File: src/rtl/utopia_rx_check.sv
module utopia_rx_check #(
  parameter int DATA_W   = 8,
  parameter int CELL_LEN = 53,
  parameter int CNT_W    = 16
) (
  input  logic              clk,
  input  logic              rst_n,
  input  logic              in_valid,
  input  logic [DATA_W-1:0] in_data,
  input  logic              in_par,
  input  logic              in_soc,
  output logic              out_valid,
  output logic [DATA_W-1:0] out_data,
  output logic              out_soc,
  output logic              par_err,
  output logic              frm_err,
  output logic [CNT_W-1:0]  cell_count
);
  localparam int IW    = $clog2(CELL_LEN);
  localparam int DEPTH = 2 * CELL_LEN;
  localparam int AW    = $clog2(DEPTH);
  localparam logic [IW-1:0] LAST = IW'(CELL_LEN - 1);

  logic              hunt, wbank, rbank, ractive;
  logic [IW-1:0]     widx, ridx;
  logic [DATA_W-1:0] mem [DEPTH];

  logic          par_bad, mid_soc, miss_soc, accept, done;
  logic [IW-1:0] wpos;
  logic [AW-1:0] waddr, raddr;

  assign par_bad  = in_valid && !(^{in_data, in_par});
  assign mid_soc  = in_valid && in_soc && !hunt && (widx != '0);
  assign miss_soc = in_valid && !in_soc && !hunt && (widx == '0);
  assign accept   = in_valid && (in_soc || (!hunt && (widx != '0)));
  assign wpos     = in_soc ? '0 : widx;
  assign done     = accept && (wpos == LAST);
  assign waddr    = AW'(wpos) + (wbank ? AW'(CELL_LEN) : '0);
  assign raddr    = AW'(ridx) + (rbank ? AW'(CELL_LEN) : '0);

  always_ff @(posedge clk)
    if (accept) mem[waddr] <= in_data;

  always_ff @(posedge clk) begin
    if (!rst_n) begin
      hunt    <= 1'b1;
      widx    <= '0;
      wbank   <= 1'b0;
      par_err <= 1'b0;
      frm_err <= 1'b0;
    end else begin
      par_err <= par_bad;
      frm_err <= mid_soc || miss_soc;
      if (accept) begin
        hunt <= 1'b0;
        widx <= done ? '0 : wpos + 1'b1;
        if (done) wbank <= ~wbank;
      end else if (miss_soc) begin
        hunt <= 1'b1;
      end
    end
  end

  always_ff @(posedge clk) begin
    if (!rst_n) begin
      ractive    <= 1'b0;
      ridx       <= '0;
      rbank      <= 1'b0;
      out_valid  <= 1'b0;
      out_soc    <= 1'b0;
      out_data   <= '0;
      cell_count <= '0;
    end else begin
      out_valid <= ractive;
      out_soc   <= ractive && (ridx == '0);
      if (ractive) begin
        out_data <= mem[raddr];
        ridx     <= (ridx == LAST) ? '0 : ridx + 1'b1;
        if (ridx == LAST) ractive <= 1'b0;
      end
      if (done) begin
        ractive    <= 1'b1;
        ridx       <= '0;
        rbank      <= wbank;
        cell_count <= cell_count + 1'b1;
      end
    end
  end


  burst_starts_marked_chk: assert property (@(posedge clk) disable iff (!rst_n)
    $rose(out_valid) |-> out_soc);

  marker_inside_burst_chk: assert property (@(posedge clk) disable iff (!rst_n)
    out_soc |-> out_valid);

  count_single_step_chk: assert property (@(posedge clk) disable iff (!rst_n)
    (cell_count != $past(cell_count)) |-> (cell_count == CNT_W'($past(cell_count) + 1'b1)));

  count_then_burst_chk: assert property (@(posedge clk) disable iff (!rst_n)
    (cell_count != $past(cell_count)) |=> out_soc);

  parity_pulse_cause_chk: assert property (@(posedge clk) disable iff (!rst_n)
    par_err |-> $past(in_valid));

  framing_pulse_cause_chk: assert property (@(posedge clk) disable iff (!rst_n)
    frm_err |-> $past(in_valid));
endmodule

File: config.mk
export PLATFORM = sky130hd
export DESIGN_NAME = utopia_rx_check
export DESIGN_NICKNAME = d
export VERILOG_FILES = /design/src/rtl/utopia_rx_check.sv
export SDC_FILE = /design/constraint.sdc
export NUM_CORES = 1
export LEC_CHECK = 0
export BUFFER_PORTS_ARGS = -buffer_cell sky130_fd_sc_hd__buf_2
export CORE_MARGIN = 4
export CORE_UTILIZATION = 30
export CTS_CLUSTER_SIZE = 10
export DETAILED_ROUTE_END_ITERATION = 12
export PLACE_DENSITY_LB_ADDON = 0.08
export SLEW_MARGIN = 20
export SYNTH_ARGS = -nofsm -noshare
export SYNTH_HDL_FRONTEND = slang
export SYNTH_SLANG_ARGS = --single-unit
export TNS_END_PERCENT = 100
File: constraint.sdc
create_clock -name clk -period 4.3 [get_ports clk]
set_input_delay 0.86 -clock clk [delete_from_list [all_inputs] [get_ports clk]]
set_output_delay 0.86 -clock clk [all_outputs]
set_load 0.03 [all_outputs]
Word level (Yosys, flattened, before mapping)
Memories as Yosys holds them, arrays and structs flattened. A register that Yosys moved wholly into a read port is not among the register bits.
Cells that the tools add are included.
{ "classes": {"addsub": 5, "multipliers": 0, "n_lt_le_gt_ge": 0, "n_bitwise": 2, "reduce_logical": 24, "eq_ne": 2, "div": 0, "mux": 12, "shifts": 0} }
{ "ops": {"columns": ["operator", "count"], "rows": [
  ["two-way mux 6 bit", 5],
  ["adder 16 x 1 -> 16 bit, second input constant", 1],
  ["adder 6 x 6 -> 7 bit", 2],
  ["adder 6 x 1 -> 6 bit, second input constant", 2],
  ["equality test 6 bit, second input constant", 2],
  ["zero test 6 bit", 2],
  ["logical AND 1 bit", 11],
  ["parity 9 bit", 1],
  ["two-way mux 1 bit", 7],
  ["nonzero test 6 bit", 1],
  ["zero test 1 bit", 4],
  ["logical OR 1 bit", 2],
  ["NOT 1 bit", 2],
  ["AND reduction 2 bit", 1],
  ["nonzero test 2 bit", 1],
  ["OR reduction 2 bit", 1]
]} }
{ "totals": {"mem_count": 1, "wordCells": 57, "mem_bits_rw": 848, "romBits": 0, "input_bits": 13, "latch_bits": 0, "regBits": 36, "output_inout_bits": 28} }
{ "mem_list": {"columns": ["memory", "depth", "width", "read_ports", "rd_ports_with_merged_regs", "wr", "line", "rtl"], "rows": [
  ["mem", 106, 8, 1, 1, 1, "26", "logic [DATA_W-1:0] mem [DEPTH];"]
]} }

Depth between registers and ports, before layout
{ "depth": {"depth_word": 6, "depth_mapped": 13, "depth_no_buf": 10} }

Worst setup path after synthesis
Ideal clock, no wire load.
{ "synth_timing": {"kind": "input to register", "startpoint": "input in_soc", "endpoint": "memory mem[0][0] (enable)", "setup_time_ns": 0.370, "setup_slack_ns": 0.355, "path_stages": 12, "t_arrival_ns": 3.575, "required_ns": 3.930, "n_path_buf": 2, "path_cell_list": "clkbuf_1 clkbuf_1 nor2b_1 ha_1 ha_1 and3_1 o21ai_0 a21o_1 nand2_1 a211oi_1 nand2_1 nor2_1"} }
{ "synth_via": {"elab_chain_cells": 4, "word_cells_on_any_way": 6, "classes_between": "add/sub: 1; mux: 3; reduce/logical: 2"} }
{ "synth_rtl": {"columns": ["element", "line", "rtl"], "rows": [
  ["start, declared", "11", "input logic in_soc,"],
  ["parallel branches: the longest is 4 deep, another holds adder 6 x 6 -> 7 bit", null, null],
  ["end, declared", "26", null]
]} }
Parallel ways; which one is timed is not known.

Worst setup path after layout
{ "layout_timing": {"startpoint": "register rbank", "endpoint": "register out_data[6], read port of mem"} }
{ "layout_via": {"elab_chain_cells": 2} }
{ "layout_rtl": {"columns": ["element", "line", "rtl"], "rows": [
  ["start, declared", "24", "logic hunt, wbank, rbank, ractive;"],
  ["start signal, assigned", "84", "rbank <= wbank;"],
  ["two-way mux 6 bit", "39", "assign raddr = AW'(ridx) + (rbank ? AW'(CELL_LEN) : '0);"],
  ["adder 6 x 6 -> 7 bit", "39", null],
  ["end, declared", "13", "output logic [DATA_W-1:0] out_data,"]
]} }
No other way between the ends.
A chain may end at the register's enable or synchronous reset.

==> impl_results.md <==
* Status: finished, final reports clean
* HPWL after DPL at a little under 70 mm
* Area growth syn-to-layout at 17.9%
* Largest net degree at the start of global routing at 101
* Crit-path most repeated cell: a211oi_1
* Worst Hold Depth at 2
* Syn. warnings at 0
* Flop-to-flop setup slack at 0.57 ns
* DRT iter0 DRCs at 1726
* R2r worst-path depth at 8
* Sum Neg Setup Slack at 0 ns
* Mapped Avg Cell Area at between 15 and 20 sq um
* TritonCTS clock tree: built
* Via Count at 19423
* Slew headroom at a little under two fifths
* Worst skew pair latency at about 0.7 ns
* Clock Path Buffers at 3
* Root Driver: clkbuf_16
* Fraction of layout cells with a size suffix above 1 at 23.0%
* Area of the multi-input gates at between 8000 and 9000 sq um
* GRT Residual Overflow at 0
* PortBufs at 40
* Global placement routability congestion at just over 0.8
* Leakage at approximately 13 nW
* Num ports at slightly above 40
* Initial antenna violation count at 8
* Fill count at 11035
* Mapped Area at between 30000 and 40000 sq um
* VDD IR max at 0.278 mV
* Core area at approximately 120000 sq um
* Critical Path Start Type: register
* CP endpoint kind: register
* Fmax at between 0.2 and 0.3 GHz
* Worst Path Max Fanout at 11
* Register area share after synthesis at 73.7%
* Slew Viols, Final at 0
* Worst hold path type: in -> reg
* Tcrit/Tclk final at between 80% and 90%
* Die Span Y at ~350 microns
* Post-CTS Resized at 0
* Vias in the first global route at 19851
* Vias/cell at around 5.0
* CTS Buf Count at between 100 and 150
* RSZ-0062 raised after global routing: no
* Starting Density at between 30% and 40%
* Fraction of power consumed by combinational cells at under 10%
* First-pass GRT wire length at ~150 mm
* Final min period at approximately 3.7 ns
* Worst R2R End: out_data[6]$_SDFFE_PN0P_
* Synthesized Nets at 2059
* EDFF count, synth at about 850
* Kind of critical path: reg -> reg
* FF+latch area at about 26000 sq um
* Clk sinks at roughly 890
* GRT Total Usage at approximately 17%
* WL per Instance at about 27 microns
* Final setup viols at 0
* Hold Path Sink: widx[0]$_SDFFE_PN0P_
* Switching power at 3.59 mW
* Postcts setup bufs at 0
* Die ar. at about 120000 sq um
* Most common flop cell mapped by yosys: edfxtp_1
* Critical path arrival at ~4.3 ns
* Layout Cells excl Fill at ~3900
* Final Hold Viols at 0
* Drt first pass iters at 5
* Post-Synthesis Cells at 2033
* Std cell rows at 126
* Seq cells post-synth at around 890
* Clock Skew at 0.0254 ns
* Routed wire length at 105 mm
* Critical Path Max Stage Delay at between 0.6 and 0.7 ns
* Hold_sp: in_valid
* Nets at about 2300
* Sw frac at around 20%
* Htree depth at 3
* Sequential share of power at 53.9%
* Internal at 14.1 mW
* Utilization after layout at 35.6%
* Die width at about 350 microns
* Worst setup path startpoint: rbank$_SDFFE_PN0P_
* Hold Buf Count CTS at 0
* Clk pwr share at roughly 45%
* Post-DRT Antenna Nets at 0
* Post-synth ARST share at 0%
* CP max stage cell: and2_1
* Worst slew pin tran at approximately 0.94 ns
* Max-cap violation count at 0
* CP Cell Sequence: ha_1 > xor2_4 > and2_1 > a22oi_1 > a211oi_1 > nor4_1 > o221ai_1 > a211oi_1
* DRC viols at 0
* Pwr Density at around 420 nW/um^2
* Dpl cells at ~3700
* Distinct cells, synth at 57
* FF-to-FF Start: rbank$_SDFFE_PN0P_
* Critical Path RT at ~4.9 ns
* Clk slew on worst S/H paths at around 0.060 ns
-- metal layers --
| layer | global-route usage [%] | routed length (microns) |
|---|---|---|
| met1 | 23.6 | 48600 |
| met2 | 27.0 | 49500 |
| met3 | 2.40 | 4520 |
| met4 | 4.78 | 2460 |
| met5 | 0 | 0 |
-- through the flow --
step / setup slack [ns] / area, sq um / power, mW / hold WS (ns)
after floorplan: 0.355 / 35700 / 9.75 / 0.443
after global placement: 0.0906 / 39200 / 10.0 / 0.487
after detailed placement: 0.151 / 39200 / 10.0 / 0.499
after CTS: 0.625 / 42100 / 17.9 / 0.408
after global routing: 0.445 / 42100 / 18.3 / 0.473
final: 0.572 / 42100 / 17.7 / 0.462
-- power by group through the flow --
stage          logic (mW)  clock network, mW  registers, mW
5_1_grt             0.316               8.49           9.51
3_5_place_dp        0.305                  0           9.70
2_1_floorplan      0.0511                  0           9.70
3_3_place_gp        0.301                  0           9.70
6_report            0.290               7.85           9.52
4_1_cts             0.304               8.10           9.52
-- layout make-up --
class	instances	share of cell area (%)
inverter	14	0.125
clock buffer	143	6.67
multi-input combinational	1014	21.1
sequential	892	62.5
timing repair buffer	252	4.74
tap	1536	4.56
clock inverter	18	0.318
antenna	2	0.0119
-- worst max-delay path: cells and delay by family, from the launching register on --
family	cells	cell delay [ns]
compound gates	4	1.56
simple gates	2	0.79
flops	1	0.39
fa+ha+maj	1	0.51
xor+xnor	1	0.32
-- worst max-delay path by stage --
stage,endpoint,slack [ns],cells past startpoint
floorplan,mem[0][0]$_DFFE_PP_,0.35,12
global placement,mem[54][0]$_DFFE_PP_,0.09,12
detailed placement,mem[50][3]$_DFFE_PP_,0.15,12
CTS,out_data[6]$_SDFFE_PN0P_,0.63,8
global route,out_data[2]$_SDFFE_PN0P_,0.44,8
finish,out_data[6]$_SDFFE_PN0P_,0.57,8
-- synthesized netlist by cell type, types with 9 or more instances --
cell      count  share of area (%)
a211oi_1     27               0.57
a21oi_1      21               0.29
a221oi_1      9               0.22
a22oi_1      49                1.0
a31oi_1      18               0.32
a32oi_1      11               0.27
and2_1       26               0.46
and3_1       10               0.18
buf_2        42               0.59
buf_4        15               0.32
clkbuf_1     48               0.50
dfxtp_1      44                2.5
edfxtp_1    848                 71
ha_1         13               0.46
inv_1        14               0.15
mux2i_1     127                3.6
mux4_2      150                9.5
nand2_1     178                1.9
nand3_1      63               0.88
nand4_1      23               0.40
nor2_1      144                1.5
nor2b_1      14               0.25
o21ai_0      12               0.17
xnor2_1      27               0.66
-- cell families after synthesis --
logic type      count (synthesis)  synth area share [%]
compound gates                192                  3.92
xor+xnor                       36                 0.924
fa+ha+maj                      13                 0.455
buf+inv                       127                  1.68
flops                         892                  73.7
mux                           282                  13.2
simple gates                  491                  6.15
-- layout by cell type, fill, tap and decap left out, types with 23 or more instances in the layout --
cell type,instances
a211oi_1,27
nand3_1,63
clkbuf_1,35
and2_1,26
buf_2,32
nand2_1,178
nor2_1,141
a22oi_1,49
clkbuf_16,106
edfxtp_1,848
nand4_1,23
dfxtp_1,44
mux4_2,150
mux2i_1,127
xnor2_1,25
buf_4,205
-- sequential cells by signal, indices dropped and copies added, names as in the netlist, 6 cells and up --
| name | cells |
|---|---|
| mem | 848 |
| cell_count | 16 |
| out_data | 8 |
| widx | 6 |
| ridx | 6 |
Note: power is estimated with default switching activity, not from simulation.
